<file path="config.mk">
export PLATFORM = sky130hd
export DESIGN_NAME = bmdma_regfile
export DESIGN_NICKNAME = d
export VERILOG_FILES = /design/src/rtl/bmr_pkg.sv /design/src/rtl/bmr_decode.sv /design/src/rtl/bmr_chan.sv /design/src/rtl/bmdma_regfile.sv
export SDC_FILE = /design/constraint.sdc
export NUM_CORES = 1
export LEC_CHECK = 0
export BUFFER_PORTS_ARGS = -buffer_cell sky130_fd_sc_hd__buf_4
export CORE_MARGIN = 1
export CORE_UTILIZATION = 53
export CTS_BUF_LIST = sky130_fd_sc_hd__clkbuf_16
export CTS_CLUSTER_DIAMETER = 100
export DETAILED_ROUTE_END_ITERATION = 10
export GPL_ROUTABILITY_DRIVEN = 0
export HOLD_SLACK_MARGIN = 0.03
export MAX_ROUTING_LAYER = met4
export PLACE_DENSITY = 0.91
export SLEW_MARGIN = 15
export SYNTH_ARGS = -nofsm -noshare
export SYNTH_HDL_FRONTEND = slang
export SYNTH_SLANG_ARGS = --single-unit
</file>
<file path="constraint.sdc">
create_clock -name clk -period 4.25 [get_ports clk]
set_input_delay 1.275 -clock clk [delete_from_list [all_inputs] [get_ports clk]]
set_output_delay 1.275 -clock clk [all_outputs]
set_load 0.005 [all_outputs]
</file>
<file path="src/rtl/bmr_pkg.sv">
package bmr_pkg;

    localparam int SLICE_BYTES = 8;
    localparam int SLICE_W     = $clog2(SLICE_BYTES);

    typedef enum logic [1:0] {
        FLD_CMD = 2'd0,
        FLD_PAD = 2'd1,
        FLD_STS = 2'd2,
        FLD_TBL = 2'd3
    } fld_e;

    typedef struct packed {
        logic cap6;
        logic cap5;
        logic irq;
        logic err;
        logic act;
    } sts_t;

    typedef struct packed {
        fld_e       fld;
        logic       refuse;
        logic [1:0] boff;
        logic [3:0] be;
    } dec_t;

    function automatic logic [7:0] sts_pack(input sts_t s);
        return {1'b0, s.cap6, s.cap5, 2'b00, s.irq, s.err, s.act};
    endfunction

    function automatic logic [3:0] size_lanes(input logic [1:0] sz);
        case (sz)
            2'd0:    return 4'b0001;
            2'd1:    return 4'b0011;
            default: return 4'b1111;
        endcase
    endfunction

    function automatic logic [31:0] size_ones(input logic [1:0] sz);
        case (sz)
            2'd0:    return 32'h0000_00FF;
            2'd1:    return 32'h0000_FFFF;
            default: return 32'hFFFF_FFFF;
        endcase
    endfunction

endpackage

</file>
<file path="src/rtl/bmr_decode.sv">
module bmr_decode
    import bmr_pkg::*;
#(
    parameter int NCH    = 2,
    parameter int CH_W   = $clog2(NCH),
    parameter int ADDR_W = CH_W + SLICE_W
) (
    input  logic [ADDR_W-1:0] addr,
    input  logic [1:0]        size,
    output logic [CH_W-1:0]   ch,
    output dec_t              dec
);
    logic [SLICE_W-1:0] sub;
    logic [7:0]         lane_wide;

    assign sub       = addr[SLICE_W-1:0];
    assign ch        = addr[ADDR_W-1:SLICE_W];
    assign lane_wide = {4'b0000, size_lanes(size)} << sub[1:0];

    always_comb begin
        dec.boff   = sub[1:0];
        dec.be     = 4'b0000;
        dec.refuse = 1'b0;
        dec.fld    = FLD_PAD;
        if (sub[2]) begin
            dec.fld = FLD_TBL;
            dec.be  = lane_wide[3:0];
        end else begin
            dec.refuse = (size != 2'd0);
            case (sub[1:0])
                2'd0:    dec.fld = FLD_CMD;
                2'd2:    dec.fld = FLD_STS;
                default: dec.fld = FLD_PAD;
            endcase
        end
    end
endmodule

</file>
<file path="src/rtl/bmr_chan.sv">
module bmr_chan
    import bmr_pkg::*;
(
    input  logic        clk,
    input  logic        rst,
    input  logic        cmd_we,
    input  logic        sts_we,
    input  logic [3:0]  tbl_be,
    input  logic [1:0]  boff,
    input  logic [31:0] wdata,
    input  logic        set_act,
    input  logic        clr_act,
    input  logic        set_err,
    input  logic        set_irq,
    output logic [7:0]  cmd_q,
    output logic        cmd_stb,
    output logic [7:0]  sts_byte,
    output logic [31:0] tbl_q
);
    sts_t        sts_r;
    logic [31:2] tbl_r;
    logic [1:0]  src0;

    assign src0     = 2'd0 - boff;
    assign sts_byte = sts_pack(sts_r);
    assign tbl_q    = {tbl_r, 2'b00};

    always_ff @(posedge clk) begin
        if (rst) begin
            cmd_q   <= '0;
            cmd_stb <= 1'b0;
            sts_r   <= '0;
            tbl_r   <= '0;
        end else begin
            cmd_stb <= cmd_we;
            if (cmd_we) cmd_q <= wdata[7:0];

            if (set_act)      sts_r.act <= 1'b1;
            else if (clr_act) sts_r.act <= 1'b0;

            sts_r.err <= set_err | (sts_r.err & ~(sts_we & wdata[1]));
            sts_r.irq <= set_irq | (sts_r.irq & ~(sts_we & wdata[2]));

            if (sts_we) begin
                sts_r.cap5 <= wdata[5];
                sts_r.cap6 <= wdata[6];
            end

            if (tbl_be[0]) tbl_r[7:2] <= wdata[{src0, 3'b010} +: 6];
            for (int i = 1; i < 4; i++) begin
                if (tbl_be[i]) tbl_r[i*8 +: 8] <= wdata[{2'(i) - boff, 3'b000} +: 8];
            end
        end
    end

    // host write alone never moves the active flag
    p_act_hold_r6: assert property (@(posedge clk) disable iff (rst)
        (sts_we && !set_act && !clr_act) |=> (sts_byte[0] == $past(sts_byte[0])));

    // engine set wins over a same-cycle host clear
    p_err_set_r8: assert property (@(posedge clk) disable iff (rst)
        set_err |=> sts_byte[1]);
    p_irq_set_r8: assert property (@(posedge clk) disable iff (rst)
        set_irq |=> sts_byte[2]);

    // writing one clears when no set pulse competes
    p_w1c_r7: assert property (@(posedge clk) disable iff (rst)
        (sts_we && wdata[2] && !set_irq) |=> !sts_byte[2]);

    // strobe and stored byte follow a command write
    p_strobe_r4: assert property (@(posedge clk) disable iff (rst)
        cmd_we |=> (cmd_stb && cmd_q == $past(wdata[7:0])));
endmodule

</file>
<file path="src/rtl/bmdma_regfile.sv">
module bmdma_regfile
    import bmr_pkg::*;
#(
    parameter int NCH    = 2,
    parameter int CH_W   = $clog2(NCH),
    parameter int ADDR_W = CH_W + SLICE_W
) (
    input  logic              clk,
    input  logic              rst,
    input  logic              hst_req,
    input  logic              hst_wr,
    input  logic [ADDR_W-1:0] hst_addr,
    input  logic [1:0]        hst_size,
    input  logic [31:0]       hst_wdata,
    output logic              hst_rvalid,
    output logic [31:0]       hst_rdata,
    input  logic [NCH-1:0]    eng_set_act,
    input  logic [NCH-1:0]    eng_clr_act,
    input  logic [NCH-1:0]    eng_set_err,
    input  logic [NCH-1:0]    eng_set_irq,
    output logic [NCH*8-1:0]  eng_cmd,
    output logic [NCH-1:0]    eng_cmd_stb,
    output logic [NCH*32-1:0] eng_tbl_addr
);
    logic [CH_W-1:0] dch;
    dec_t            dec;
    logic [7:0]      cmd_a [NCH];
    logic [7:0]      sts_a [NCH];
    logic [31:0]     tbl_a [NCH];
    logic [31:0]     rd_next;

    bmr_decode #(.NCH(NCH), .CH_W(CH_W), .ADDR_W(ADDR_W)) u_dec (
        .addr (hst_addr),
        .size (hst_size),
        .ch   (dch),
        .dec  (dec)
    );

    for (genvar c = 0; c < NCH; c++) begin : g_ch
        logic wr_hit;
        assign wr_hit = hst_req && hst_wr && (dch == CH_W'(c));

        bmr_chan u_chan (
            .clk     (clk),
            .rst     (rst),
            .cmd_we  (wr_hit && !dec.refuse && dec.fld == FLD_CMD),
            .sts_we  (wr_hit && !dec.refuse && dec.fld == FLD_STS),
            .tbl_be  ((wr_hit && dec.fld == FLD_TBL) ? dec.be : 4'b0000),
            .boff    (dec.boff),
            .wdata   (hst_wdata),
            .set_act (eng_set_act[c]),
            .clr_act (eng_clr_act[c]),
            .set_err (eng_set_err[c]),
            .set_irq (eng_set_irq[c]),
            .cmd_q   (cmd_a[c]),
            .cmd_stb (eng_cmd_stb[c]),
            .sts_byte(sts_a[c]),
            .tbl_q   (tbl_a[c])
        );

        assign eng_cmd[c*8 +: 8]       = cmd_a[c];
        assign eng_tbl_addr[c*32 +: 32] = tbl_a[c];
    end

    always_comb begin
        if (dec.refuse) begin
            rd_next = size_ones(hst_size);
        end else begin
            case (dec.fld)
                FLD_CMD: rd_next = {24'h0, cmd_a[dch]};
                FLD_STS: rd_next = {24'h0, sts_a[dch]};
                FLD_TBL: rd_next = (tbl_a[dch] >> {dec.boff, 3'b000}) & size_ones(hst_size);
                default: rd_next = 32'h0000_00FF;
            endcase
        end
    end

    always_ff @(posedge clk) begin
        if (rst) begin
            hst_rvalid <= 1'b0;
            hst_rdata  <= '0;
        end else begin
            hst_rvalid <= hst_req && !hst_wr;
            if (hst_req && !hst_wr) hst_rdata <= rd_next;
        end
    end

    // one-cycle read latency
    p_rvalid_r12: assert property (@(posedge clk) disable iff (rst)
        (hst_req && !hst_wr) |=> hst_rvalid);

    // refused write raises no command strobe
    p_refused_write_r3: assert property (@(posedge clk) disable iff (rst)
        (hst_req && hst_wr && hst_size != 2'd0 && !hst_addr[2]) |=> (eng_cmd_stb == '0));

    // reserved status bits read back as zero
    p_reserved_r9: assert property (@(posedge clk) disable iff (rst)
        (hst_req && !hst_wr && hst_size == 2'd0 && hst_addr[2:0] == 3'd2)
        |=> (hst_rdata[7] == 1'b0 && hst_rdata[4:3] == 2'b00));

    // pointer alignment seen at the engine side
    p_tbl_align_r10: assert property (@(posedge clk) disable iff (rst)
        (hst_req && hst_wr && hst_addr[2:0] == 3'd4) |=> (eng_tbl_addr[1:0] == 2'b00));
endmodule

</file>
Word level (Yosys, flattened, before mapping). Index checks and enable logic that the tools add are counted.

Bits in registers: 121. Bits in latches: 0. RAM bits: 0. Bits in read-only memories: 0. Logic and storage cells: 103. Memories: 0.

Add/sub/neg operators: 4. Multipliers: 0. Div/mod/pow operators: 0. Magnitude comparators: 1. Equal/unequal tests: 4. Shifts and indexed selects: 6. Muxes and demuxes: 25. Bitwise gates (word level): 19. Reductions and logical operators: 20.

Operators by type and width (count): 32-bit 2-to-1 mux (6); 32-bit case mux with 3 select lines (1); 32-bit by 6-bit variable part select with 8-bit output (3); 32-bit case mux with 2 select lines (1); 8-bit 2-to-1 mux (5); 32-bit bitwise AND (1); 32-bit by 6-bit variable part select with 6-bit output (1); 32-bit by 5-bit >> shifter with 32-bit output (1); 1-bit logical AND (12); 4-bit 2-to-1 mux (3); 1-bit bitwise AND (8); 4-bit case mux with 2 select lines (1); 7-bit 2-to-1 mux (1); 2-bit equality test (second input constant) (3); 2-bit zero test (3); 2-bit nonzero test (3); 1-bit 2-to-1 mux (5); 1-bit NOT (5); 1-bit OR (4); 2-bit case mux with 2 select lines (1); 4-bit by 2-bit << shifter with 4-bit output (1); 1-bit by 2-bit subtractor with 2-bit output (first input constant) (2); 2-bit subtractor (first input constant) (2); 2-bit by 1-bit equality test with 1-bit output (second input constant) (1); 4 further kinds (5).

Depth between registers and ports, before layout. Gate-level depths: netlist of run 1.

Depth after elaboration: 9. Mapped depth: 11. Mapped depth without buffers: 6.

Hierarchy. From an unflattened synthesis of run 1, not the netlist that was laid out.

Cell total of the unflattened synthesis: 735. Area, all modules: 7335.8 µm².

Modules (own cells, without submodules): bmr_chan (times used 2, cells each 209, area each 2290.9 µm²); bmdma_regfile (times used 1, cells each 300, area each 2660.1 µm²); bmr_decode (times used 1, cells each 17, area each 93.8 µm²).

Worst setup path before layout of run 1. OpenSTA, ideal clock, no wires.

Kind: in2reg. Start point: input hst_addr[0]. End point: register g_ch[1].u_chan.cmd_q[0]. Library setup time: 0.128 ns. Data arrival time: 3.351 ns. Data required time: 4.122 ns. Slack: 0.772 ns. Stages: 10. Buffers on the path: 4. Cells stage by stage: clkbuf_1 -> buf_2 -> inv_1 -> clkbuf_1 -> ha_1 -> or3b_1 -> buf_2 -> nor3_4 -> mux2i_1 -> nor2_1.

Word-level cells in the longest chain between the ends: 5. Elaborated cells on any way between the ends: 6. Those cells by class: eq/ne: 1; mux: 2; reduce/logical: 3.

Ends and longest elaborated chain: start: declaration (RTL line bmdma_regfile.sv:12) `input logic [ADDR_W-1:0] hst_addr,`; 2-bit equality test / 2-bit zero test (equally long branches) (RTL line bmr_decode.sv:30) `case (sub[1:0])`; 2-bit case mux with 2 select lines * (RTL line bmr_decode.sv:30); 2-bit 2-to-1 mux * (RTL line bmr_decode.sv:25) `if (sub[2]) begin`; 2-bit zero test * (RTL line bmdma_regfile.sv:46) `.cmd_we (wr_hit && !dec.refuse && dec.fld == FLD_CMD),`; 1-bit logical AND * (RTL line bmdma_regfile.sv:46); end signal: assignment (RTL line bmr_chan.sv:36) `if (cmd_we) cmd_q <= wdata[7:0];`; end: declaration (RTL line bmr_chan.sv:15) `output logic [7:0] cmd_q,`.

Mark *: on every way between the ends. The rest lies on a longest branch, timed or not. A chain may end at the register's enable or synchronous reset.

Worst setup path in the final report of run 1.
Start point: input hst_addr[1]. End point: register g_ch[1].u_chan.cmd_q[0].

The elaborated chain is that of the path after synthesis.

==> results of run 1 <==
[layer usage]
layer	part of all wire [%]	routed length [microns]
met5	0	0
met4	6.8	1470
met3	12	2520
met2	46	9840
met1	36	7730
[power groups by stage]
stage / clock network (mW) / registers (mW) / logic [mW]
final: 1.44 / 1.19 / 0.379
after global routing: 1.49 / 1.19 / 0.394
after CTS: 1.43 / 1.19 / 0.367
after floorplan: 0 / 1.21 / 0.223
after detailed placement: 0 / 1.21 / 0.360
after global placement: 0 / 1.21 / 0.345
[how the worst max path moves through the flow]
stage,to,slack [ns],cells after the start
4_1_cts,g_ch[1].u_chan.cmd_q[0]$_SDFFE_PP0P_,0.95,7
2_1_floorplan,g_ch[1].u_chan.cmd_q[0]$_SDFFE_PP0P_,0.77,10
5_1_grt,g_ch[1].u_chan.cmd_q[0]$_SDFFE_PP0P_,0.79,7
6_report,g_ch[1].u_chan.cmd_q[0]$_SDFFE_PP0P_,0.88,7
3_5_place_dp,g_ch[1].u_chan.cmd_q[4]$_SDFFE_PP0P_,0.54,7
3_3_place_gp,g_ch[1].u_chan.cmd_q[7]$_SDFFE_PP0P_,0.69,7
[worst max-delay path, cell delays in order]
cell	delay, ns
buf_4	0.26
inv_2	0.24
ha_1	0.47
or3b_1	0.57
nor3_4	0.47
mux2i_1	0.28
nor2_1	0.07
[logic make-up (layout without fill, tap and decap cells)]
group	count (synthesis)	in the layout
mux	148	148
compound gates	98	98
flops	121	121
fa+ha+maj	2	2
other cells	1	4
buf+inv	64	206
simple gates	191	191
[state kept, by name, summed over array words and instances (netlist names)]
| name | cells |
|---|---|
| g_ch.u_chan.cmd_q | 16 |
| g_ch.u_chan.tbl_r | 60 |
| hst_rdata | 32 |
| g_ch.u_chan.sts_byte | 10 |
| g_ch.u_chan.cmd_stb | 2 |
| hst_rvalid | 1 |
[placed cells by master, fill, tap and decap left out, types with 3 or more instances in the layout]
cell type and n:
o31a_1 3, a221o_1 3, o211a_1 3, clkbuf_16 17
conb_1 4, a21oi_1 21, buf_4 166, nand2b_1 4
nand3_1 10, o22ai_1 8, nor2b_1 10, dfxtp_1 121
mux2i_1 99, clkinv_2 3, nor4_1 4, mux2_2 14
nand2_1 24, a22oi_1 13, a211oi_1 7, o21ai_0 15
inv_1 9, clkinv_4 3, o211ai_1 11, mux4_2 35
o32ai_1 3, bufinv_16 3, nor2_1 111, nor3_1 8
[metrics by stage]
stage               setup WS (ns)  hold WS (ns)  total power, mW
floorplan                   0.772         0.450             1.43
global placement            0.689         0.462             1.55
detailed placement          0.536         0.472             1.57
CTS                         0.953         0.484             2.99
global route                0.792         0.505             3.08
finish                      0.878         0.484             3.01
[synth_stat cells (13+ instances only)]
| cell | n |
|---|---|
| mux2i_1 | 99 |
| a21oi_1 | 21 |
| clkbuf_1 | 26 |
| nand2_1 | 24 |
| o21ai_0 | 15 |
| mux4_2 | 35 |
| mux2_2 | 14 |
| a22oi_1 | 13 |
| dfxtp_1 | 121 |
| nor2_1 | 111 |
[final cells by class]
| class | count | area, sq um |
|---|---|---|
| tap | 143 | 179 |
| fill | 737 | 3500 |
| clock inverter | 15 | 161 |
| multi-input combinational | 443 | 3600 |
| inverter | 8 | 30.0 |
| sequential | 121 | 2420 |
| timing repair buffer | 166 | 1250 |
| clock buffer | 17 | 425 |
==> flow_summary.ini, run 1 <==
[critical_path]
worstRegToRegCells = 4
cp.arrival_ns = 3.65
start_kind = input pin
critical_path_required_ns = 4.53
critPathLaunch = hst_addr[1]
r2r-start = g_ch[1].u_chan.tbl_r[24]$_SDFFE_PP0P_
r2r-end = hst_rdata[0]$_SDFFE_PP0P_
reg2reg_setup_slack_ns = 2.41
path_class = in2reg
cp_max_fo = 35
cp-end-kind = flip-flop

[timing]
finalClockSkew_ns = 0.00809
final_max_slew_viol_count = 0
rsz0062_at_grt = false
slew_headroom_pct = 36.8
fin_tns_setup_ns = 0
finalWorstPathRequiredPeriod_ns = 3.37
tightest_slew_ns = 0.945
hold_violations = 0
setup_viol = 0
fmax_mhz = 297
post-route-period-util_pct = 79.3

[cts]
post_cts_resized = 0
root_buffer = clkbuf_16
cts_made_buffers = 17
clkTransAtPathRegs_ns = 0.06
cts_max_level = 4
post_cts_buffers = 0
cts_buffer_depth = 2
cts_tree = yes
clock_latency_ns = 0.43
clock-sinks = 121
cts_hold_buf = 0

[power]
p_sw_share_pct = 25.5
combPwrFrac_pct = 12.6
power.density_mw_per_mm2 = 373
leakage_nw = 3.43
clkPwrFrac_pct = 47.9
p_switching_uw = 769
peakVddDrop_mv = 0.282
cellInternalPower_mw = 2.24
pwr-share-seq_pct = 39.5

[logic_synthesis]
syn_area_per_cell_sq_um = 10.2
synthesis.area_sq_mm = 0.00635
synthFlopType = dfxtp_1
muxShareOfSynthArea_pct = 30.5
synth_top_family_by_area = multiplexers
synth_edf_count = 0
synth_compound_area_share_pct = 10.9
yosys_warnings = 0
yosysTopAreaCell = dfxtp_1
synth_cell_types = 53
synth_fa_ha_area_share_pct = 0.394
synth-seq-cells = 121
async_reset_ff_share_pct = 0
synthXorXnorAreaFrac_pct = 0
seq_area_frac_synth_pct = 38.2
yosys.area.top_type_share_pct = 38.2
synth.area.top_cells = dfxtp_1 38%, mux2i_1 16%, mux4_2 12%
syn_inst = 625
synth_simple_gate_area_share_pct = 14.6

[place]
placed_area_sq_mm = 0.00748
dp_cells = 881
dpl.hpwl_microns = 15000
port_buffers = 160

[grt]
busiest_layer = met2
grt_max_degree = 76
grt_pass1_wl_microns = 32900
grt_overflow = 0
antenna_found_initial = 0
grtUsageMet3_pct = 10.7
grt_pass1_vias = 6019
grt_usage_pct = 35.7
met2_usage_pct = 54.6
use_met1_pct = 40.8

[outcome]
status = complete, but fails checks
violations = design-rule violations

[final_layout]
final_util_pct = 69.8
syn_to_final_growth_pct = 27.1
nNetsFinal = 809
final_area_sq_mm = 0.00807
drive_above_1_share_pct = 33.6
finalNonFillerCells = 913
diodes = 0

[drt]
drtIter0Drc = 822
remaining_drc_errors = 16
drtAntennaViolNets = 0
post_drt_via_cell_ratio = 6.73
wl_per_cell_microns = 23.6
routed_wl_microns = 21600
vias = 6143
drt-pass1-iter-count = 9

[flow_run]
cap_violations = 0

[min_path]
hp-start = hst_rdata[23]$_SDFFE_PP0P_
min_path_type = reg2reg
hold-path-endpoint = hst_rdata[23]$_SDFFE_PP0P_
min_path_cells = 2

[floorplan]
die_h_microns = 111
start_util_pct = 54.9
io_pins = 165
coreArea_sq_mm = 0.0116
die-area_sq_mm = 0.0124
rows = 39
die_x_microns = 111
(Power assumes the default switching activity.)
==> run 2, diff against run 1 <==
ABC_AREA = 1   (was default)
clock period = 3.39 ns   (was 4.25 ns; I/O delays follow)
==> run 2 against run 1 <==
The flow now finishes without violations. Via count up 19%. Total power up 24%. Cell count up 35%. Clock power up 22%. Sequential cell count unchanged. Critical path type unchanged. Largest power group unchanged. Highest routed layer unchanged.
==> flow_summary.ini, run 2 <==
[critical_path]
endpoint = g_ch[1].u_chan.cmd_q[5]$_SDFFE_PP0P_
start_kind = input pin
cp_slowest_cell = nand3_1
crit_top_cell = inv_2
path_class = in2reg
critPathLaunch = hst_addr[0]
reg2reg_setup_slack_ns = 2.12
cp_max_fo = 23
worstRegToRegCells = 6
r2r-end = hst_rdata[17]$_SDFFE_PP0P_
crit_chain = buf_4 -> inv_2 -> ha_1 -> inv_1 -> nand3_1 -> inv_2 -> nand3_2 -> inv_2 -> nor2_1 -> nor2_1
cp.buffers_inverters = 5
cp.arrival_ns = 2.86
path_delay_family = buffers and inverters
crit_path_max_incr_delay_ns = 0.29
cp-end-kind = flip-flop
critical_path_required_ns = 3.74
r2r-start = g_ch[1].u_chan.tbl_r[17]$_SDFFE_PP0P_
worstSetupPathDepth = 10

[drt]
drtAntennaViolNets = 0
drt-pass1-iter-count = 7
routed_wl_microns = 20900
wl_per_cell_microns = 16.9
drtIter0Drc = 1053
remaining_drc_errors = 0
vias = 7305
post_drt_via_cell_ratio = 5.92

[timing]
post-route-period-util_pct = 73.9
rsz0062_at_grt = false
fmax_mhz = 399
slew_headroom_pct = 54.4
tightest_slew_ns = 0.682
hold_violations = 0
fin_tns_setup_ns = 0
final_max_slew_viol_count = 0
finalWorstPathRequiredPeriod_ns = 2.51
finalClockSkew_ns = 0.00983
fin_ws_ns = 0.884
fin_hold_ws_ns = 0.449
setup_viol = 0

[grt]
grt_overflow = 0
grt_pass1_vias = 6400
grt_usage_pct = 35.5
grt_max_degree = 69
antenna_found_initial = 0
grt_pass1_wl_microns = 31300

[final_layout]
diodes = 0
drive_above_1_share_pct = 19.8
largest_reg_flops = 60
final_common_cell = nand2_1
final_util_pct = 69.6
multi_input_area_sq_mm = 0.00330
regMostFlops = g_ch.u_chan.tbl_r
register_area_sq_mm = 0.00242
layout_common_cells = 282 x nand2_1, 168 x buf_4, 121 x dfxtp_1
reg.largest.list = g_ch.u_chan.tbl_r x60, hst_rdata x32, g_ch.u_chan.cmd_q x16
syn_to_final_growth_pct = 28.1
fillers = 951
nNetsFinal = 1131

[logic_synthesis]
syn_inst = 948
synth_most_common_cell = nand2_1
yosys.area.top_type_share_pct = 39.2
async_reset_ff_share_pct = 0
synth-seq-cells = 121
syn_area_per_cell_sq_um = 6.51
synthesis.area_sq_mm = 0.00618
synth_cell_types = 26
yosysTopAreaCell = dfxtp_1
yosys_warnings = 0
synthFlopType = dfxtp_1
synth.area.top_cells = dfxtp_1 39%, nand2_1 17%, o21ai_0 9.4%
seq_area_frac_synth_pct = 39.2
synth_edf_count = 0
synth.cells.most_frequent = 282 x nand2_1, 121 x dfxtp_1, 116 x o21ai_0

[cts]
clock_latency_ns = 0.43
clock-sinks = 121
clkTransAtPathRegs_ns = 0.05
cts_buffer_depth = 2
cts_max_level = 4
cts_made_buffers = 17
post_cts_buffers = 0
cts_hold_buf = 0
root_buffer = clkbuf_16
post_cts_resized = 0
cts_tree = yes

[floorplan]
coreArea_sq_mm = 0.0114
start_util_pct = 54.3
io_pins = 165
rows = 39
die_h_microns = 110
die-area_sq_mm = 0.0121
die_x_microns = 110

[place]
dpl.hpwl_microns = 14600
port_buffers = 160
pre_cts_ws_ns = 0.589

[outcome]
status = finished, final reports clean

[power]
power.density_mw_per_mm2 = 472
peakVddDrop_mv = 0.282
leakage_nw = 3.56

[min_path]
min_path_type = reg2reg

[flow_run]
cap_violations = 0
run 2: cell count changes in the layout (fill, tap and decap cells not counted), moves of 35 or more:
| cell | before | now |
|---|---|---|
| nand3_1 | 10 | 79 |
| mux4_2 | 35 | 0 |
| nand2_1 | 24 | 282 |
| a21oi_1 | 21 | 93 |
| mux2i_1 | 99 | 22 |
| o21ai_0 | 15 | 116 |
run 2: worst min path at each step:
stage,from,end,slack [ns],cells past startpoint
2_1_floorplan,g_ch[0].u_chan.sts_byte[5]$_SDFFE_PP0N_,g_ch[0].u_chan.sts_byte[5]$_SDFFE_PP0N_,0.42,2
3_3_place_gp,g_ch[0].u_chan.sts_byte[5]$_SDFFE_PP0N_,g_ch[0].u_chan.sts_byte[5]$_SDFFE_PP0N_,0.43,2
3_5_place_dp,g_ch[0].u_chan.sts_byte[5]$_SDFFE_PP0N_,g_ch[0].u_chan.sts_byte[5]$_SDFFE_PP0N_,0.44,2
4_1_cts,g_ch[0].u_chan.sts_byte[5]$_SDFFE_PP0N_,g_ch[0].u_chan.sts_byte[5]$_SDFFE_PP0N_,0.45,2
5_1_grt,g_ch[0].u_chan.sts_byte[6]$_SDFFE_PP0N_,g_ch[0].u_chan.sts_byte[6]$_SDFFE_PP0N_,0.46,2
6_report,g_ch[0].u_chan.sts_byte[6]$_SDFFE_PP0N_,g_ch[0].u_chan.sts_byte[6]$_SDFFE_PP0N_,0.45,2
run 2: kinds of logic after synthesis:
group | synth area share [%]
AOI/OAI and AO/OA | 17.3
adders and majority gates | 0.405
buffers and inverters | 7.50
DFF | 39.2
muxes | 3.57
other | 0.0607
and+or+nand+nor | 31.9
run 2: layer usage:
metal	routed length, microns	vias to the layer above	global-route usage, %
met5	0	-	-
met4	1180	0	21.4
met3	2850	117	8.89
met2	9060	569	51.9
met1	7810	3265	43.9
li1	-	3354	-
run 2: metrics by stage:
step           std cells  total power [mW]  instance area (sq um)
2_1_floorplan        951              1.80                   6190
3_3_place_gp        1203              1.98                   7350
3_5_place_dp        1203              1.98                   7350
4_1_cts             1233              3.71                   7910
5_1_grt             1233              3.85                   7910
6_report            1233              3.74                   7910
run 2: area by class of cell:
class	instances	share of cell area [%]
Inverter	49	2.36
Tap cell	143	2.26
Timing Repair Buffer	168	15.9
Sequential cell	121	30.6
Clock buffer	17	5.38
Multi-Input combinational cell	722	41.7
Clock inverter	13	1.74
run 2: worst reg2reg max path: cells and delay by family (launching register included):
family / cells / cell delay [ns]
flops: 1 / 0.44
simple gates: 4 / 0.40
compound gates: 2 / 0.34
run 2: power breakdown:
part | leakage, nW | switching [mW] | internal [mW] | total, mW
registers | 0.982 | 0.0316 | 1.46 | 1.49
clock network | 0.282 | 0.632 | 1.13 | 1.76
logic | 2.30 | 0.306 | 0.177 | 0.484
total | 3.56 | 0.970 | 2.77 | 3.74
==> run 3, diff against run 2 <==
clock period = 2.4 ns   (was 3.39 ns; I/O delays follow)
==> run 3 against run 2 <==
Routed wire length grew 1.9%. Cell area grew 1.7%. Clock power grew 41%. First-iteration DRC count grew 6.2%. Via count grew 0.53%. Critical path type unchanged. Largest cell class unchanged.
==> flow_summary.ini, run 3 (synthesis results as in run 2) <==
[power]
cellInternalPower_mw = 3.93
clkPwrFrac_pct = 46.8
power_mw = 5.30
pwr-share-seq_pct = 39.8
p_switching_mw = 1.37
combPwrFrac_pct = 13.4
peakVddDrop_mv = 0.457
p_sw_share_pct = 25.9
leakage_nw = 3.64
power.density_mw_per_mm2 = 658

[drt]
drt-pass1-iter-count = 6
wl_per_cell_microns = 17.1
routed_wl_microns = 21300
drtIter0Drc = 1118
drtAntennaViolNets = 0
vias = 7344
post_drt_via_cell_ratio = 5.89
remaining_drc_errors = 0

[cts]
cts_made_buffers = 17
cts_hold_buf = 0
cts_buffer_depth = 2
root_buffer = clkbuf_16
cts_max_level = 4
clock-sinks = 121
post_cts_resized = 0
cts_tree = yes
post_cts_buffers = 0
clkTransAtPathRegs_ns = 0.05
clock_latency_ns = 0.42

[min_path]
min_path_type = reg2reg

[timing]
setup_viol = 0
rsz0062_at_grt = false
finalClockSkew_ns = 0.00985
fin_ws_ns = 0.575
post-route-period-util_pct = 76.0
fmax_mhz = 548
tightest_slew_ns = 0.534
fin_tns_setup_ns = 0
slew_headroom_pct = 63.4
final_max_slew_viol_count = 0
finalWorstPathRequiredPeriod_ns = 1.83
hold_violations = 0

[critical_path]
reg2reg_setup_slack_ns = 1.15
cp_max_fo = 33
worstRegToRegCells = 6
r2r-start = g_ch[0].u_chan.tbl_r[19]$_SDFFE_PP0P_
r2r-end = hst_rdata[19]$_SDFFE_PP0P_
critical_path_required_ns = 2.67
start_kind = input pin
path_class = in2reg
cp.arrival_ns = 2.10
cp-end-kind = flip-flop
endpoint = g_ch[1].u_chan.tbl_r[23]$_SDFFE_PP0P_
critPathLaunch = hst_addr[0]

[floorplan]
die-area_sq_mm = 0.0121
die_h_microns = 110
die_x_microns = 110
coreArea_sq_mm = 0.0114
start_util_pct = 54.3
rows = 39
io_pins = 165

[final_layout]
final_common_cell = nand2_1
multi_input_area_sq_mm = 0.00330
drive_above_1_share_pct = 20.7
reg.largest.list = g_ch.u_chan.tbl_r x60, hst_rdata x32, g_ch.u_chan.cmd_q x16
diodes = 0
register_area_sq_mm = 0.00242
regMostFlops = g_ch.u_chan.tbl_r
largest_reg_flops = 60
syn_to_final_growth_pct = 30.3
layout_common_cells = 282 x nand2_1, 178 x buf_4, 121 x dfxtp_1
nNetsFinal = 1144
fillers = 902
final_area_sq_mm = 0.00805

[grt]
grt_max_degree = 69
grt_pass1_wl_microns = 32500
grt_overflow = 0
grt_pass1_vias = 6594
grt_usage_pct = 36.9
antenna_found_initial = 0

[place]
placed_area_sq_mm = 0.00749
pre_cts_ws_ns = 0.233
port_buffers = 160
dpl.hpwl_microns = 14800

[flow_run]
cap_violations = 0

[outcome]
status = finished, final reports clean
[run 3: changes by cell type in the layout (fill, tap and decap cells not counted)]
cell / before / now
buf_12: 0 / 3
clkinv_2: 5 / 3
inv_1: 37 / 38
buf_4: 168 / 178
clkinvlp_4: 1 / 2
[run 3: power by group through the flow]
| stage | logic (mW) | registers (mW) | clock network (mW) |
|---|---|---|---|
| after global placement | 0.662 | 2.15 | 0 |
| after CTS | 0.686 | 2.11 | 2.48 |
| after global routing | 0.771 | 2.11 | 2.57 |
| after floorplan | 0.399 | 2.14 | 0 |
| final | 0.712 | 2.11 | 2.48 |
| after detailed placement | 0.677 | 2.15 | 0 |
[run 3: metal layers]
metal  vias to the layer above  GRT usage [%]  wire (microns)
met1                      3242           44.1            7850
li1                       3385              -               -
met5                         -              -               0
met4                         0           23.5            1270
met2                       588           54.0            9290
met3                       129           10.8            2870
[run 3: worst max-delay path, cell delays in order]
cell     delay [ns]
buf_4          0.10
buf_4          0.31
nand2_1        0.09
nand2_1        0.07
nand3_1        0.15
nor2_4         0.30
inv_2          0.15
nand2_1        0.11
a21oi_1        0.08
[run 3: worst min-delay path by stage]
stage,from,endpoint,slack [ns],depth (start not counted)
floorplan,g_ch[0].u_chan.sts_byte[5]$_SDFFE_PP0N_,g_ch[0].u_chan.sts_byte[5]$_SDFFE_PP0N_,0.42,2
global placement,g_ch[0].u_chan.sts_byte[5]$_SDFFE_PP0N_,g_ch[0].u_chan.sts_byte[5]$_SDFFE_PP0N_,0.43,2
detailed placement,g_ch[1].u_chan.sts_byte[5]$_SDFFE_PP0N_,g_ch[1].u_chan.sts_byte[5]$_SDFFE_PP0N_,0.44,2
CTS,g_ch[0].u_chan.sts_byte[6]$_SDFFE_PP0N_,g_ch[0].u_chan.sts_byte[6]$_SDFFE_PP0N_,0.45,2
global route,g_ch[0].u_chan.sts_byte[6]$_SDFFE_PP0N_,g_ch[0].u_chan.sts_byte[6]$_SDFFE_PP0N_,0.47,2
finish,g_ch[1].u_chan.sts_byte[6]$_SDFFE_PP0N_,g_ch[1].u_chan.sts_byte[6]$_SDFFE_PP0N_,0.45,2
[run 3: cell type report]
cell class | instances | share of cell area, %
repair buffers | 181 | 17.3
flip-flops and latches | 121 | 30.1
clock inverters | 13 | 1.73
well taps | 143 | 2.22
clock buffers | 17 | 5.28
multi-input cells | 722 | 41.0
inverters | 49 | 2.32
[run 3: stage by stage]
stage | instances | hold WS (ns) | utilization [%]
6_report | 1246 | 0.454 | 70.8
5_1_grt | 1246 | 0.467 | 70.8
4_1_cts | 1246 | 0.454 | 70.8
3_5_place_dp | 1216 | 0.440 | 65.8
3_3_place_gp | 1216 | 0.431 | 65.8
2_1_floorplan | 951 | 0.424 | -
